--- src/rtl/irq_seq_pkg.sv ---
package irq_seq_pkg;

   typedef enum logic [1:0] {
      SEQ_IDLE  = 2'd0,
      SEQ_ENTRY = 2'd1,
      SEQ_RET   = 2'd2
   } seq_state_e;

   // Number of bytes saved on the stack per interrupt: PC high, PC low, flags
   localparam int CTX_BYTES = 3;

endpackage

--- src/rtl/irq_seq_fsm.sv ---
module irq_seq_fsm
   import irq_seq_pkg::*;
#(
   parameter int ENTRY_CYC = 13,
   parameter int RET_CYC   = 3,
   parameter int CNT_W     = 4
) (
   input  logic       clk,
   input  logic       rst_n,
   input  logic       start_entry,
   input  logic       start_ret,
   input  logic       chain,
   output seq_state_e state,
   output logic [CNT_W-1:0] cnt
);

   localparam logic [CNT_W-1:0] E_LAST = CNT_W'(ENTRY_CYC - 1);
   localparam logic [CNT_W-1:0] R_LAST = CNT_W'(RET_CYC - 1);

   generate
      if ((1 << CNT_W) < ENTRY_CYC || (1 << CNT_W) < RET_CYC) begin : g_bad_cnt
         $error("irq_seq_fsm: CNT_W too narrow for sequence length");
      end
   endgenerate

   always_ff @(posedge clk) begin
      if (!rst_n) begin
         state <= SEQ_IDLE;
         cnt   <= '0;
      end else begin
         unique case (state)
            SEQ_IDLE: begin
               cnt <= '0;
               if (start_entry)    state <= SEQ_ENTRY;
               else if (start_ret) state <= SEQ_RET;
            end
            SEQ_ENTRY: begin
               if (cnt == E_LAST) begin
                  state <= SEQ_IDLE;
                  cnt   <= '0;
               end else begin
                  cnt <= cnt + 1'b1;
               end
            end
            SEQ_RET: begin
               if (cnt == R_LAST) begin
                  state <= chain ? SEQ_ENTRY : SEQ_IDLE;
                  cnt   <= '0;
               end else begin
                  cnt <= cnt + 1'b1;
               end
            end
            default: begin
               state <= SEQ_IDLE;
               cnt   <= '0;
            end
         endcase
      end
   end

endmodule

--- src/rtl/irq_seq_stack.sv ---
module irq_seq_stack #(
   parameter int SP_W   = 8,
   parameter int SP_RST = 0
) (
   input  logic            clk,
   input  logic            rst_n,
   input  logic            push,
   input  logic            pop,
   output logic [SP_W-1:0] sp,
   output logic [SP_W-1:0] addr
);

   localparam logic [SP_W-1:0] ONE    = SP_W'(1);
   localparam logic [SP_W-1:0] SP_INI = SP_W'(SP_RST);

   generate
      if (SP_W < 2) begin : g_bad_sp
         $error("irq_seq_stack: SP_W must be at least 2");
      end
   endgenerate

   // Pops pre-decrement: the address seen by memory is one below sp
   assign addr = pop ? (sp - ONE) : sp;

   always_ff @(posedge clk) begin
      if (!rst_n)    sp <= SP_INI;
      else if (push) sp <= sp + ONE;
      else if (pop)  sp <= sp - ONE;
   end

endmodule

--- src/rtl/irq_seq_ctx.sv ---
module irq_seq_ctx #(
   parameter int DW = 8
) (
   input  logic          clk,
   input  logic          rst_n,
   input  logic          cap_live,
   input  logic          cap_chain,
   input  logic [2*DW-1:0] pc_live,
   input  logic [DW-1:0] fl_live,
   input  logic          pop_flg,
   input  logic          pop_pcl,
   input  logic [DW-1:0] rdata,
   output logic [2*DW-1:0] ctx_pc,
   output logic [DW-1:0] ctx_fl,
   output logic [DW-1:0] pcl_q,
   output logic [DW-1:0] flg_q
);

   always_ff @(posedge clk) begin
      if (!rst_n) begin
         ctx_pc <= '0;
         ctx_fl <= '0;
      end else if (cap_live) begin
         ctx_pc <= pc_live;
         ctx_fl <= fl_live;
      end else if (cap_chain) begin
         // Context for a chained entry is the one just popped
         ctx_pc <= {rdata, pcl_q};
         ctx_fl <= flg_q;
      end
   end

   always_ff @(posedge clk) begin
      if (!rst_n) begin
         pcl_q <= '0;
         flg_q <= '0;
      end else begin
         if (pop_flg) flg_q <= rdata;
         if (pop_pcl) pcl_q <= rdata;
      end
   end

endmodule

--- src/rtl/irq_entry_seq.sv ---
module irq_entry_seq
   import irq_seq_pkg::*;
#(
   parameter int           DW        = 8,
   parameter int           OPC_W     = 8,
   parameter int           SP_W      = 8,
   parameter int           ENTRY_CYC = 13,
   parameter int           GIE_BIT   = 0,
   parameter int           SP_RST    = 0,
   parameter logic [7:0]   RETI_OPC  = 8'h7E
) (
   input  logic            clk,
   input  logic            rst_n,
   input  logic            irq_pending,
   input  logic            instr_done,
   input  logic            op_valid,
   input  logic [OPC_W-1:0] op_code,
   output logic            irq_ack,
   input  logic [DW-1:0]   irq_vector,
   input  logic [2*DW-1:0] pc_in,
   input  logic [DW-1:0]   flags_in,
   output logic            pc_wr,
   output logic [2*DW-1:0] pc_wdata,
   output logic            flag_wr,
   output logic [DW-1:0]   flag_wdata,
   output logic            stk_we,
   output logic            stk_re,
   output logic [SP_W-1:0] stk_addr,
   output logic [DW-1:0]   stk_wdata,
   input  logic [DW-1:0]   stk_rdata,
   output logic [SP_W-1:0] sp,
   output logic            busy
);

   localparam int PC_W    = 2 * DW;
   localparam int RET_CYC = CTX_BYTES;
   localparam int CNT_W   = $clog2(ENTRY_CYC);

   localparam logic [CNT_W-1:0] C_PUSH_END = CNT_W'(CTX_BYTES);
   localparam logic [CNT_W-1:0] C_CLR      = CNT_W'(CTX_BYTES);
   localparam logic [CNT_W-1:0] C_ACK      = CNT_W'(ENTRY_CYC - 1);
   localparam logic [CNT_W-1:0] C_POP_FL   = CNT_W'(0);
   localparam logic [CNT_W-1:0] C_POP_PCL  = CNT_W'(1);
   localparam logic [CNT_W-1:0] C_POP_LAST = CNT_W'(RET_CYC - 1);
   localparam logic [OPC_W-1:0] RET_OP     = OPC_W'(RETI_OPC);

   generate
      if (ENTRY_CYC < CTX_BYTES + 2) begin : g_bad_len
         $error("irq_entry_seq: entry too short for push, clear and vector");
      end
      if (GIE_BIT < 0 || GIE_BIT >= DW) begin : g_bad_gie
         $error("irq_entry_seq: GIE_BIT outside flag byte");
      end
   endgenerate

   seq_state_e       state;
   logic [CNT_W-1:0] cnt;
   logic             in_idle, in_entry, in_ret;
   logic             accept, ret_go, chain;
   logic             push, pop, ret_last;
   logic [PC_W-1:0]  ctx_pc;
   logic [DW-1:0]    ctx_fl, pcl_q, flg_q;

   assign in_idle  = (state == SEQ_IDLE);
   assign in_entry = (state == SEQ_ENTRY);
   assign in_ret   = (state == SEQ_RET);

   // Interrupt acceptance wins over a return opcode in the same cycle
   assign accept   = in_idle && irq_pending && instr_done && flags_in[GIE_BIT];
   assign ret_go   = in_idle && !accept && op_valid && (op_code == RET_OP);
   assign ret_last = in_ret && (cnt == C_POP_LAST);
   assign chain    = ret_last && irq_pending && flg_q[GIE_BIT];

   assign push = in_entry && (cnt < C_PUSH_END);
   assign pop  = in_ret;

   irq_seq_fsm #(
      .ENTRY_CYC (ENTRY_CYC),
      .RET_CYC   (RET_CYC),
      .CNT_W     (CNT_W)
   ) u_fsm (
      .clk         (clk),
      .rst_n       (rst_n),
      .start_entry (accept),
      .start_ret   (ret_go),
      .chain       (chain),
      .state       (state),
      .cnt         (cnt)
   );

   irq_seq_stack #(
      .SP_W   (SP_W),
      .SP_RST (SP_RST)
   ) u_stack (
      .clk   (clk),
      .rst_n (rst_n),
      .push  (push),
      .pop   (pop),
      .sp    (sp),
      .addr  (stk_addr)
   );

   irq_seq_ctx #(
      .DW (DW)
   ) u_ctx (
      .clk       (clk),
      .rst_n     (rst_n),
      .cap_live  (accept),
      .cap_chain (chain),
      .pc_live   (pc_in),
      .fl_live   (flags_in),
      .pop_flg   (in_ret && (cnt == C_POP_FL)),
      .pop_pcl   (in_ret && (cnt == C_POP_PCL)),
      .rdata     (stk_rdata),
      .ctx_pc    (ctx_pc),
      .ctx_fl    (ctx_fl),
      .pcl_q     (pcl_q),
      .flg_q     (flg_q)
   );

   always_comb begin
      unique case (cnt)
         CNT_W'(0): stk_wdata = ctx_pc[PC_W-1:DW];
         CNT_W'(1): stk_wdata = ctx_pc[DW-1:0];
         default:   stk_wdata = ctx_fl;
      endcase
   end

   assign stk_we     = push;
   assign stk_re     = pop;
   assign irq_ack    = in_entry && (cnt == C_ACK);
   assign pc_wr      = irq_ack || ret_last;
   assign pc_wdata   = in_ret ? {stk_rdata, pcl_q} : {{DW{1'b0}}, irq_vector};
   assign flag_wr    = (in_entry && (cnt == C_CLR)) || ret_last;
   assign flag_wdata = in_ret ? flg_q : '0;
   assign busy       = !in_idle;

endmodule

--- config.mk ---
export PLATFORM = sky130hd
export DESIGN_NAME = irq_entry_seq
export DESIGN_NICKNAME = d
export VERILOG_FILES = /design/src/rtl/irq_seq_pkg.sv /design/src/rtl/irq_seq_fsm.sv /design/src/rtl/irq_seq_stack.sv /design/src/rtl/irq_seq_ctx.sv /design/src/rtl/irq_entry_seq.sv
export SDC_FILE = /design/constraint.sdc
export NUM_CORES = 1
export LEC_CHECK = 0
export BUFFER_PORTS_ARGS = -buffer_cell sky130_fd_sc_hd__buf_2
export CAP_MARGIN = 20
export CORE_ASPECT_RATIO = 0.9
export CORE_MARGIN = 2
export CORE_UTILIZATION = 51
export CTS_BUF_LIST = sky130_fd_sc_hd__clkbuf_2 sky130_fd_sc_hd__clkbuf_4 sky130_fd_sc_hd__clkbuf_8
export CTS_CLUSTER_DIAMETER = 30
export DETAILED_ROUTE_END_ITERATION = 12
export PLACE_DENSITY_LB_ADDON = 0.2
export SLEW_MARGIN = 10
export SYNTH_ARGS = -nofsm -noshare
export SYNTH_HDL_FRONTEND = slang
export SYNTH_HIERARCHICAL = 1
export SYNTH_SLANG_ARGS = --single-unit
--- constraint.sdc ---
create_clock -name clk -period 3.1 [get_ports clk]
set_input_delay 0.31 -clock clk [delete_from_list [all_inputs] [get_ports clk]]
set_output_delay 0.31 -clock clk [all_outputs]
set_load 0.01 [all_outputs]
==> results of run 1 <==
area by class of cell:
cell class | instances | area (um^2) | share of cell area [%]
Multi-Input combinational cell | 243 | 2170 | 53.3
Sequential cell | 54 | 1080 | 26.5
Timing Repair Buffer | 112 | 576 | 14.1
Tap cell | 90 | 113 | 2.76
Clock buffer | 5 | 68.8 | 1.69
Clock inverter | 3 | 40.0 | 0.982
Inverter | 7 | 26.3 | 0.644
synth_stat cells, types with 6 or more instances:
cell type                  instances
sky130_fd_sc_hd__inv_1             7
sky130_fd_sc_hd__and2_1           21
sky130_fd_sc_hd__nor2b_1          18
sky130_fd_sc_hd__xor2_1           10
sky130_fd_sc_hd__mux2_2           28
sky130_fd_sc_hd__mux2_4           20
sky130_fd_sc_hd__nand2b_1         28
sky130_fd_sc_hd__nand2_1           6
sky130_fd_sc_hd__mux2i_1          18
sky130_fd_sc_hd__nor2_1            6
sky130_fd_sc_hd__clkbuf_1          8
sky130_fd_sc_hd__ha_1              8
sky130_fd_sc_hd__buf_2             7
sky130_fd_sc_hd__dfxtp_1          54
sky130_fd_sc_hd__o211a_1          25
final timing paths:
check	from	to	depth (start not counted)
setup / recovery	u_fsm/state[1]$_SDFFE_PN0P_	stk_addr[5]	5
hold reg to reg	u_ctx/flg_q[7]$_SDFFE_PN0P_	u_ctx/flg_q[7]$_SDFFE_PN0P_	2
setup reg to reg	u_fsm/cnt[1]$_SDFF_PN0_	u_ctx/ctx_pc[13]$_SDFFE_PN0P_	5
hold / removal	stk_rdata[5]	u_ctx/flg_q[5]$_SDFFE_PN0P_	3
worst max-delay path, stage by stage (launching register included):
cell and delay [ps]:
sky130_fd_sc_hd__dfxtp_1 480, sky130_fd_sc_hd__nor2b_2 220, sky130_fd_sc_hd__or3b_4 430, sky130_fd_sc_hd__or4_4 440, sky130_fd_sc_hd__xnor2_1 140, sky130_fd_sc_hd__buf_2 140
flip-flops by register name (all words and copies together) (netlist names):
register,cells
u_fsm/state,2
u_stack/sp,8
u_ctx/ctx_fl,8
u_ctx/flg_q,8
u_fsm/cnt,4
u_ctx/ctx_pc,16
u_ctx/pcl_q,8
logic make-up after synthesis:
kind of cell / share of synthesized area, %
buf+inv: 5.08
simple gates: 22.4
compound gates: 10.9
mux: 23.4
fa+ha+maj: 2.95
xor+xnor: 3.35
flops: 31.8
layer usage:
| metal | global-route usage, % | routed length (um) | vias up |
|---|---|---|---|
| met3 | 3.39 | 291 | 4 |
| met4 | 3.23 | 36 | 0 |
| li1 | - | - | 1348 |
| met5 | 0 | 0 | - |
| met2 | 36.7 | 3720 | 61 |
| met1 | 25.8 | 3500 | 1298 |
power by group:
| group | total (mW) | leakage, nW | switching [mW] | internal [mW] |
|---|---|---|---|---|
| clock network | 0.463 | 0.0579 | 0.225 | 0.238 |
| registers | 0.762 | 0.438 | 0.0348 | 0.727 |
| logic | 0.315 | 1.61 | 0.146 | 0.169 |
| total | 1.54 | 2.10 | 0.406 | 1.13 |
layout by cell type (no fill, tap or decap), types with 2 or more instances in the layout:
cell,count
sky130_fd_sc_hd__nand4b_1,2
sky130_fd_sc_hd__nand3_1,5
sky130_fd_sc_hd__clkbuf_8,5
sky130_fd_sc_hd__xnor2_1,3
sky130_fd_sc_hd__nand2_1,6
sky130_fd_sc_hd__xor2_1,10
sky130_fd_sc_hd__nor2_1,5
sky130_fd_sc_hd__mux2_2,28
sky130_fd_sc_hd__o21ai_0,3
sky130_fd_sc_hd__nand3b_1,2
sky130_fd_sc_hd__or3b_4,2
sky130_fd_sc_hd__nand2b_1,28
sky130_fd_sc_hd__mux2i_1,18
sky130_fd_sc_hd__or4_4,2
sky130_fd_sc_hd__o32ai_1,2
sky130_fd_sc_hd__buf_2,106
sky130_fd_sc_hd__dfxtp_1,54
sky130_fd_sc_hd__nand4_1,3
sky130_fd_sc_hd__and3_1,3
sky130_fd_sc_hd__buf_4,6
sky130_fd_sc_hd__clkinv_2,2
sky130_fd_sc_hd__inv_1,7
sky130_fd_sc_hd__nor3_1,4
sky130_fd_sc_hd__nor3_4,2
sky130_fd_sc_hd__ha_1,8
sky130_fd_sc_hd__and2_1,21
sky130_fd_sc_hd__mux2_4,20
sky130_fd_sc_hd__or2_2,2
sky130_fd_sc_hd__nor2b_1,17
sky130_fd_sc_hd__o211a_1,25
stage by stage:
stage / area [um^2] / instances
after floorplan: 3400 / 325
after global placement: 3970 / 506
after detailed placement: 3970 / 506
after CTS: 4080 / 514
after global routing: 4080 / 514
final: 4080 / 514
==> results.toml, run 1 <==
[logic_synthesis]
syn-cell-area_mm2 = 0.00340
postSynth.topFlopCell = "sky130_fd_sc_hd__dfxtp_1"
synthTopCellsByArea = "sky130_fd_sc_hd__dfxtp_1, sky130_fd_sc_hd__mux2_2, sky130_fd_sc_hd__mux2_4"
ys_seq_area_share_pct = 31.8
asyncSetResetFlopFracSynth_pct = 0
ys_ff_latch = 54
synth_warnings = 6
post_synthesis_net_count = 386
synth_largest_type_area_fraction_pct = 31.8
syn-instance-count = 325
syn-mean-instance-area_um2 = 10.5
synth.distinct_cells = 52
synth-edff-count = 0
yosysTopAreaCell = "sky130_fd_sc_hd__dfxtp_1"

[routing]
remaining_drc_errors = 0
initialDrtViolationCount = 73
post_drt_wl_per_cell_um = 14.7
dr.pass1.iters = 4
route.detailed.vias_per_inst = 5.27
drt-total-wl_um = 7550
detail-route-antenna-nets = 0
vias = 2711

[timing]
relative_max_transition_margin_pct = 41.0
max_slew.worst_pin.slew_ps = 878
timing.final.setup_violations = 0
grt_setup_unrepaired = "false"
fin_ws_ps = 645
clock.fmax_ghz = 0.407
finalHoldWorstSlack_ps = 310
fin_crit_period_ps = 2450
final_max_slew_viol_count = 0
hold_violations = 0
fin_skew_ps = 6.31
fin_setup_tns_ps = 0
period_share_pct = 79.2

[place]
port_buffers = 106
detailed_place_hpwl_um = 5330
place_worst_setup_slack_ps = 816
place.gp.congestion = 0.843

[final_layout]
post_route_cells_drive_above_1_share_pct = 44.1
layout.core_utilization_pct = 62.6
nets = 484
syn2layout_area_growth_pct = 20.1
fill_cells = 592
num_antenna_cells = 0

[clock_network]
cts_post_setup_buffers_inserted = 0
h-tree-depth = 2
clkSinkCount = 54
cts-root-buf = "sky130_fd_sc_hd__clkbuf_8"
clkTransAtPathRegs_ps = 90
clock_path_buffers = 2
post_cts_hold_buffer_count = 0
cts_tree = "yes"
clk_latency_ps = 300
post_cts_gate_resize_count = 0
numCtsBuffers = 5

[worst_hold_path]
hp-class = "in -> reg"

[critical_path]
critical_path_arrival_ps = 2140
crit_fanout = 9
critPathCaptureType = "output port"
worst_setup_path_category = "reg -> out"
worst-endpoint-required_ps = 2790
critical_path_start_type = "flip-flop"
worst-r2r-setup-slack_ps = 800

[global_route]
grt_pass1_vias = 2554
grt_start_max_net_pins = 33
grt.overflow.total = 0
wire_length_of_the_first_global_routing_pass_um = 12200
grt_antenna_before_repair = 0
gr-usage-all-layers_pct = 20.1

[pwr]
power_per_cell_area_mw_per_mm2 = 378
power_leakage_nw = 2.10
report.power.total_mw = 1.54
vdd_ir_drop_max_mv = 0.283

[floorplan]
io_pins = 107
core.rowCount = 28
die_h_um = 81.4
initial_core_util_pct = 52.1
core_region_area_mm2 = 0.00652
fp.dieW_um = 90.0
design.die.area_mm2 = 0.00733

[run_status]
status = "completed"

[run]
cap_viol_max_count = 0
Note: power is estimated with default switching activity, not from simulation.
==> run 2, diff against run 1 <==
ABC_AREA = 1   (was default)
clock period = 2.5 ns   (was 3.1 ns; I/O delays follow)
==> results.toml, run 2 <==
[run_status]
status = "completed"

[logic_synthesis]
yosys.area_share.simple_pct = 44.9
synth.distinct_cells = 30
synth_compound_area_share_pct = 5.23
ys_ff_latch = 54
syn-instance-count = 527
asyncSetResetFlopFracSynth_pct = 0
post_synthesis_net_count = 588
synth-adder-area-share_pct = 3.03
synth_most_common_cell = "sky130_fd_sc_hd__nand2_1"
syn-cell-area_mm2 = 0.00330
synth_top_family_by_area = "simple AND/OR/NAND/NOR gates"
synth_largest_type_area_fraction_pct = 32.7
synth-edff-count = 0
ys_seq_area_share_pct = 32.7
synthTopCellsByArea = "sky130_fd_sc_hd__dfxtp_1, sky130_fd_sc_hd__nand2_1, sky130_fd_sc_hd__nand3_1"
synth_xor_area_share_pct = 1.55
synth_commonest_cells = "sky130_fd_sc_hd__nand2_1, sky130_fd_sc_hd__nand3_1, sky130_fd_sc_hd__nor2_1"
yosysTopAreaCell = "sky130_fd_sc_hd__dfxtp_1"
postSynth.topFlopCell = "sky130_fd_sc_hd__dfxtp_1"
synth_mux_area_share_pct = 0
syn-mean-instance-area_um2 = 6.27
synth_warnings = 6

[critical_path]
r2r_start = "u_fsm/state[1]$_SDFFE_PN0P_"
cpLargestDelayFamily = "simple AND/OR/NAND/NOR gates"
reg2reg_to = "u_ctx/pcl_q[5]$_SDFFE_PN0P_"
critPathCaptureType = "output port"
crit_fanout = 19
critical-path-slowest-cell = "sky130_fd_sc_hd__dfxtp_1"
worst-endpoint-required_ps = 2250
reg2reg_depth = 8
critical_path_arrival_ps = 1920
critical_path_start_type = "flip-flop"
path_common_cell = "sky130_fd_sc_hd__nor2_1"
crit_path_cell_trace = "nor2_1 > buf_4 > nand3_1 > nand2_1 > nor2_1 > buf_2"
worst_setup_path_category = "reg -> out"
critical_path.max_stage_delay_ps = 440
critical_path.n_buffers_inverters = 2
worst-r2r-setup-slack_ps = 510

[clock_network]
post_cts_gate_resize_count = 0
clkSinkCount = 54
clkTransAtPathRegs_ps = 100
post_cts_hold_buffer_count = 0
cts_tree = "yes"
clk_latency_ps = 310
h-tree-depth = 2
cts_post_setup_buffers_inserted = 0
clock_path_buffers = 2
cts-root-buf = "sky130_fd_sc_hd__clkbuf_8"
numCtsBuffers = 5

[place]
place_area_mm2 = 0.00386
place.gp.congestion = 0.937
port_buffers = 106
dp.cells = 708
detailed_place_hpwl_um = 6880

[timing]
fin_skew_ps = 8.26
clock.fmax_ghz = 0.461
fin_setup_tns_ps = 0
fin_crit_period_ps = 2170
period_share_pct = 86.8
grt_setup_unrepaired = "false"
finalHoldWorstSlack_ps = 229
final_max_slew_viol_count = 0
hold_violations = 0
relative_max_transition_margin_pct = 42.4
timing.final.setup_violations = 0
max_slew.worst_pin.slew_ps = 865

[final_layout]
postLayoutCellArea_mm2 = 0.00396
flip_flop_count_of_the_largest_register_after_layout = 16
final_cell_mix = "sky130_fd_sc_hd__nand2_1, sky130_fd_sc_hd__buf_2, sky130_fd_sc_hd__nand3_1, sky130_fd_sc_hd__nor2_1, sky130_fd_sc_hd__inv_1"
fill_cells = 604
num_antenna_cells = 0
regMostFlops = "u_ctx/ctx_pc"
post_layout_nonfiller_instances = 716
post_route_cells_drive_above_1_share_pct = 24.6
layout.cells.most_common = "sky130_fd_sc_hd__nand2_1"
syn2layout_area_growth_pct = 19.9
layout.core_utilization_pct = 64.0
nets = 689

[global_route]
grt_pass1_vias = 3237
grt.overflow.total = 0
grt_start_max_net_pins = 52
grt_antenna_before_repair = 0
gr-usage-all-layers_pct = 25.9
wire_length_of_the_first_global_routing_pass_um = 14600

[run]
cap_viol_max_count = 0

[worst_hold_path]
min_delay_path_depth = 5
timing.hold.worst.start = "flags_in[7]"
min_delay_worst_endpoint = "u_ctx/ctx_fl[7]$_SDFFE_PN0P_"
hp-class = "in -> reg"

[routing]
vias = 3646
route.detailed.vias_per_inst = 5.09
drt-total-wl_um = 8960
remaining_drc_errors = 0
dr.pass1.iters = 5
detail-route-antenna-nets = 0
post_drt_wl_per_cell_um = 12.5
initialDrtViolationCount = 249

[floorplan]
die_h_um = 80.3
core_region_area_mm2 = 0.00618
design.die.area_mm2 = 0.00713
initial_core_util_pct = 53.4
fp.dieW_um = 88.8
core.rowCount = 27
io_pins = 107

[pwr]
power_per_cell_area_mw_per_mm2 = 818
vdd_ir_drop_max_mv = 0.280
power_leakage_nw = 2.24
[run 2: cell types whose count changed in the layout (fill, tap and decap cells not counted), sizes merged, moves of 5 or more]
cell,previous run,this run
inv,7,73
nand2,6,155
and2,21,0
xor2,10,4
nand3,5,90
nand2b,28,0
o211a,25,1
and3,5,0
mux2,48,0
o21ai,3,26
nor2b,18,0
nor2,6,83
mux2i,18,0
[run 2: kinds of logic (layout without fill, tap and decap cells)]
group,Yosys count,in the layout
fa+ha+maj,8,8
simple gates,334,334
buf+inv,93,195
compound gates,33,33
xor+xnor,5,5
flops,54,54
[run 2: worst reg2reg max path, cell delays in order (launching register included)]
cell                      delay (ps)
sky130_fd_sc_hd__dfxtp_1         370
sky130_fd_sc_hd__inv_1            80
sky130_fd_sc_hd__nor2_2          100
sky130_fd_sc_hd__buf_4           220
sky130_fd_sc_hd__inv_1           240
sky130_fd_sc_hd__nor3_2          430
sky130_fd_sc_hd__inv_1           250
sky130_fd_sc_hd__nor2_1          140
sky130_fd_sc_hd__nor2_1           60
[run 2: how the worst max path moves through the flow]
| stage | end | depth (start not counted) | slack, ps | from |
|---|---|---|---|---|
| 2_1_floorplan | u_stack/sp[1]$_SDFF_PN0_ | 8 | 880 | u_fsm/cnt[2]$_SDFF_PN0_ |
| 6_report | stk_we | 6 | 330 | u_fsm/cnt[2]$_SDFF_PN0_ |
| 5_1_grt | pc_wdata[5] | 7 | 190 | u_fsm/state[0]$_SDFFE_PN0P_ |
| 4_1_cts | stk_we | 6 | 360 | u_fsm/cnt[2]$_SDFF_PN0_ |
| 3_5_place_dp | u_ctx/pcl_q[5]$_SDFFE_PN0P_ | 8 | 530 | u_fsm/state[1]$_SDFFE_PN0P_ |
| 3_3_place_gp | u_ctx/pcl_q[4]$_SDFFE_PN0P_ | 8 | 590 | u_fsm/state[1]$_SDFFE_PN0P_ |
[run 2: per-stage QoR]
step | total power, mW | worst slack [ps]
floorplan | 2.24 | 882
global placement | 2.69 | 591
detailed placement | 2.73 | 534
CTS | 3.24 | 357
global route | 3.52 | 190
finish | 3.24 | 330
[run 2: routing by layer]
metal,routed length (um),vias up,GRT usage (%)
met4,107,0,6.52
li1,-,1839,-
met5,0,-,0
met3,565,11,4.21
met2,4320,142,44.9
met1,3970,1654,33.2
[run 2: final cells by class]
cell class                      count  area (um^2)  area share [%]
Clock buffer                        7         90.1            2.28
Inverter                           74          278            7.02
Multi-Input combinational cell    380         1810            45.8
Tap cell                           87          109            2.75
Sequential cell                    54         1080            27.3
Clock inverter                      1         5.00           0.126
Timing Repair Buffer              113          583            14.7
[run 2: where the power goes]
part | internal [mW] | total [mW] | switching (mW)
Combinational | 0.574 | 1.55 | 0.978
Clock | 0.235 | 0.521 | 0.286
Sequential | 1.00 | 1.17 | 0.165
==> run 3, diff against run 2 <==
PLACE_DENSITY = 0.87   (was default)
PLACE_DENSITY_LB_ADDON = default   (was 0.2)
==> results.toml, run 3 (same netlist as run 2, synthesis figures left out) <==
[run_status]
status = "completed"

[critical_path]
worst-r2r-setup-slack_ps = 390
cpLargestDelayFamily = "simple AND/OR/NAND/NOR gates"
crit_fanout = 26
reg2reg_to = "u_ctx/flg_q[3]$_SDFFE_PN0P_"
critical_path_start_type = "flip-flop"
endpoint_of_the_worst_setup_timing_path = "u_ctx/flg_q[3]$_SDFFE_PN0P_"
worst-endpoint-required_ps = 2700
crit_cells = 7
r2r_start = "u_fsm/state[1]$_SDFFE_PN0P_"
crit_path_cell_trace = "inv_1 > nor2_2 > inv_1 > nor3_2 > inv_1 > nor2_1 > nor2_1"
path_common_cell = "sky130_fd_sc_hd__inv_1"
worst_setup_path_category = "reg -> reg"
critPathCaptureType = "flip-flop"
critical_path_arrival_ps = 2310
cp-startpoint = "u_fsm/state[1]$_SDFFE_PN0P_"
critical-path-slowest-cell = "sky130_fd_sc_hd__nor3_2"
reg2reg_depth = 7
critical_path.max_stage_delay_ps = 520
critical_path.n_buffers_inverters = 3

[place]
detailed_place_hpwl_um = 6930
place.gp.congestion = 0.878
place_area_mm2 = 0.00384
port_buffers = 106

[floorplan]
design.die.area_mm2 = 0.00713
fp.dieW_um = 88.8
io_pins = 107
core.rowCount = 27
die_h_um = 80.3
initial_core_util_pct = 53.4
core_region_area_mm2 = 0.00618

[timing]
grt_setup_unrepaired = "false"
period_share_pct = 84.5
fin_setup_tns_ps = 0
clock.fmax_ghz = 0.473
timing.final.setup_violations = 0
fin_skew_ps = 7.08
fin_crit_period_ps = 2110
hold_violations = 0
final_max_slew_viol_count = 0
max_slew.worst_pin.slew_ps = 901
relative_max_transition_margin_pct = 40.0

[clock_network]
cts_tree = "yes"
cts-root-buf = "sky130_fd_sc_hd__clkbuf_8"
clock_path_buffers = 2
clk_latency_ps = 310
clkTransAtPathRegs_ps = 100
post_cts_gate_resize_count = 0
cts_post_setup_buffers_inserted = 0
clkSinkCount = 54
numCtsBuffers = 5
h-tree-depth = 2
post_cts_hold_buffer_count = 0

[pwr]
clkPwrFrac_pct = 20.6
switching_share_pct = 42.3
seq_power_share_pct = 33.9
vdd_ir_drop_max_mv = 0.343
power.internal_mw = 1.99
power_per_cell_area_mw_per_mm2 = 867
power_leakage_nw = 2.24
p_switching_mw = 1.46
comb_power_share_pct = 45.5

[global_route]
grt_pass1_vias = 3317
grt_start_max_net_pins = 52
wire_length_of_the_first_global_routing_pass_um = 15000
grt.overflow.total = 0
gr-usage-all-layers_pct = 26.4
grt_antenna_before_repair = 0

[routing]
route.detailed.vias_per_inst = 5.10
vias = 3633
dr.pass1.iters = 6
detail-route-antenna-nets = 0
remaining_drc_errors = 0
post_drt_wl_per_cell_um = 12.9
drt-total-wl_um = 9200
initialDrtViolationCount = 308

[final_layout]
postLayoutCellArea_mm2 = 0.00398
regMostFlops = "u_ctx/ctx_pc"
final_cell_mix = "sky130_fd_sc_hd__nand2_1, sky130_fd_sc_hd__buf_2, sky130_fd_sc_hd__nand3_1, sky130_fd_sc_hd__nor2_1, sky130_fd_sc_hd__inv_1"
syn2layout_area_growth_pct = 20.6
layout.cells.most_common = "sky130_fd_sc_hd__nand2_1"
post_route_cells_drive_above_1_share_pct = 24.3
nets = 686
num_antenna_cells = 0
flip_flop_count_of_the_largest_register_after_layout = 16
fill_cells = 592

[worst_hold_path]
min_delay_path_depth = 5
hp-class = "in -> reg"

[run]
cap_viol_max_count = 0
run 3: changes by cell type in the layout (fill, tap and decap cells not counted), sizes merged:
cell,change
buf,-3
bufinv,+2
clkbuf,-1
clkinv,-1
run 3: how the worst min path moves through the flow:
| stage | start | to | slack (ps) |
|---|---|---|---|
| finish | flags_in[5] | u_ctx/ctx_fl[5]$_SDFFE_PN0P_ | 240 |
| global route | stk_rdata[7] | u_ctx/flg_q[7]$_SDFFE_PN0P_ | 240 |
| CTS | pc_in[13] | u_ctx/ctx_pc[13]$_SDFFE_PN0P_ | 230 |
| detailed placement | u_ctx/pcl_q[3]$_SDFFE_PN0P_ | u_ctx/pcl_q[3]$_SDFFE_PN0P_ | 520 |
| global placement | u_ctx/pcl_q[3]$_SDFFE_PN0P_ | u_ctx/pcl_q[3]$_SDFFE_PN0P_ | 500 |
| floorplan | rst_n | u_stack/sp[7]$_SDFF_PN0_ | 370 |
run 3: routing by layer:
metal / GRT usage [%] / part of all wire [%]
met3: 3.70 / 7.9
met1: 34.6 / 43
met5: 0 / 0
met4: 8.94 / 2.1
met2: 44.2 / 47
run 3: power by group through the flow:
stage / registers (mW) / clock network [mW] / logic, mW
after CTS: 1.17 / 0.714 / 1.55
after global routing: 1.19 / 0.749 / 1.75
after global placement: 1.18 / 0 / 1.49
after detailed placement: 1.19 / 0 / 1.55
after floorplan: 1.17 / 0 / 1.07
final: 1.17 / 0.711 / 1.57
run 3: cell type report:
type	instances	area, um^2	share of cell area (%)
clock buffer	6	82.6	2.07
clock inverter	2	60.1	1.51
inverter	74	278	6.97
multi-input combinational	380	1810	45.5
sequential	54	1080	27.1
tap	87	109	2.73
timing repair buffer	110	561	14.1
run 3: tightest hold or removal path, stage by stage:
cell                      delay [ps]
sky130_fd_sc_hd__buf_2            70
sky130_fd_sc_hd__nand2_1          40
sky130_fd_sc_hd__nand3_1          70
sky130_fd_sc_hd__nand2_1          50
sky130_fd_sc_hd__inv_1            40
run 3: metrics by stage:
step	hold WS, ps	instances	utilization (%)	worst slack [ps]	power (mW)
after floorplan	371	527	-	882	2.24
after global placement	503	705	62.1	598	2.66
after detailed placement	520	705	62.1	472	2.74
after CTS	234	713	64.4	447	3.44
after global routing	243	713	64.4	171	3.70
final	237	713	64.4	387	3.45
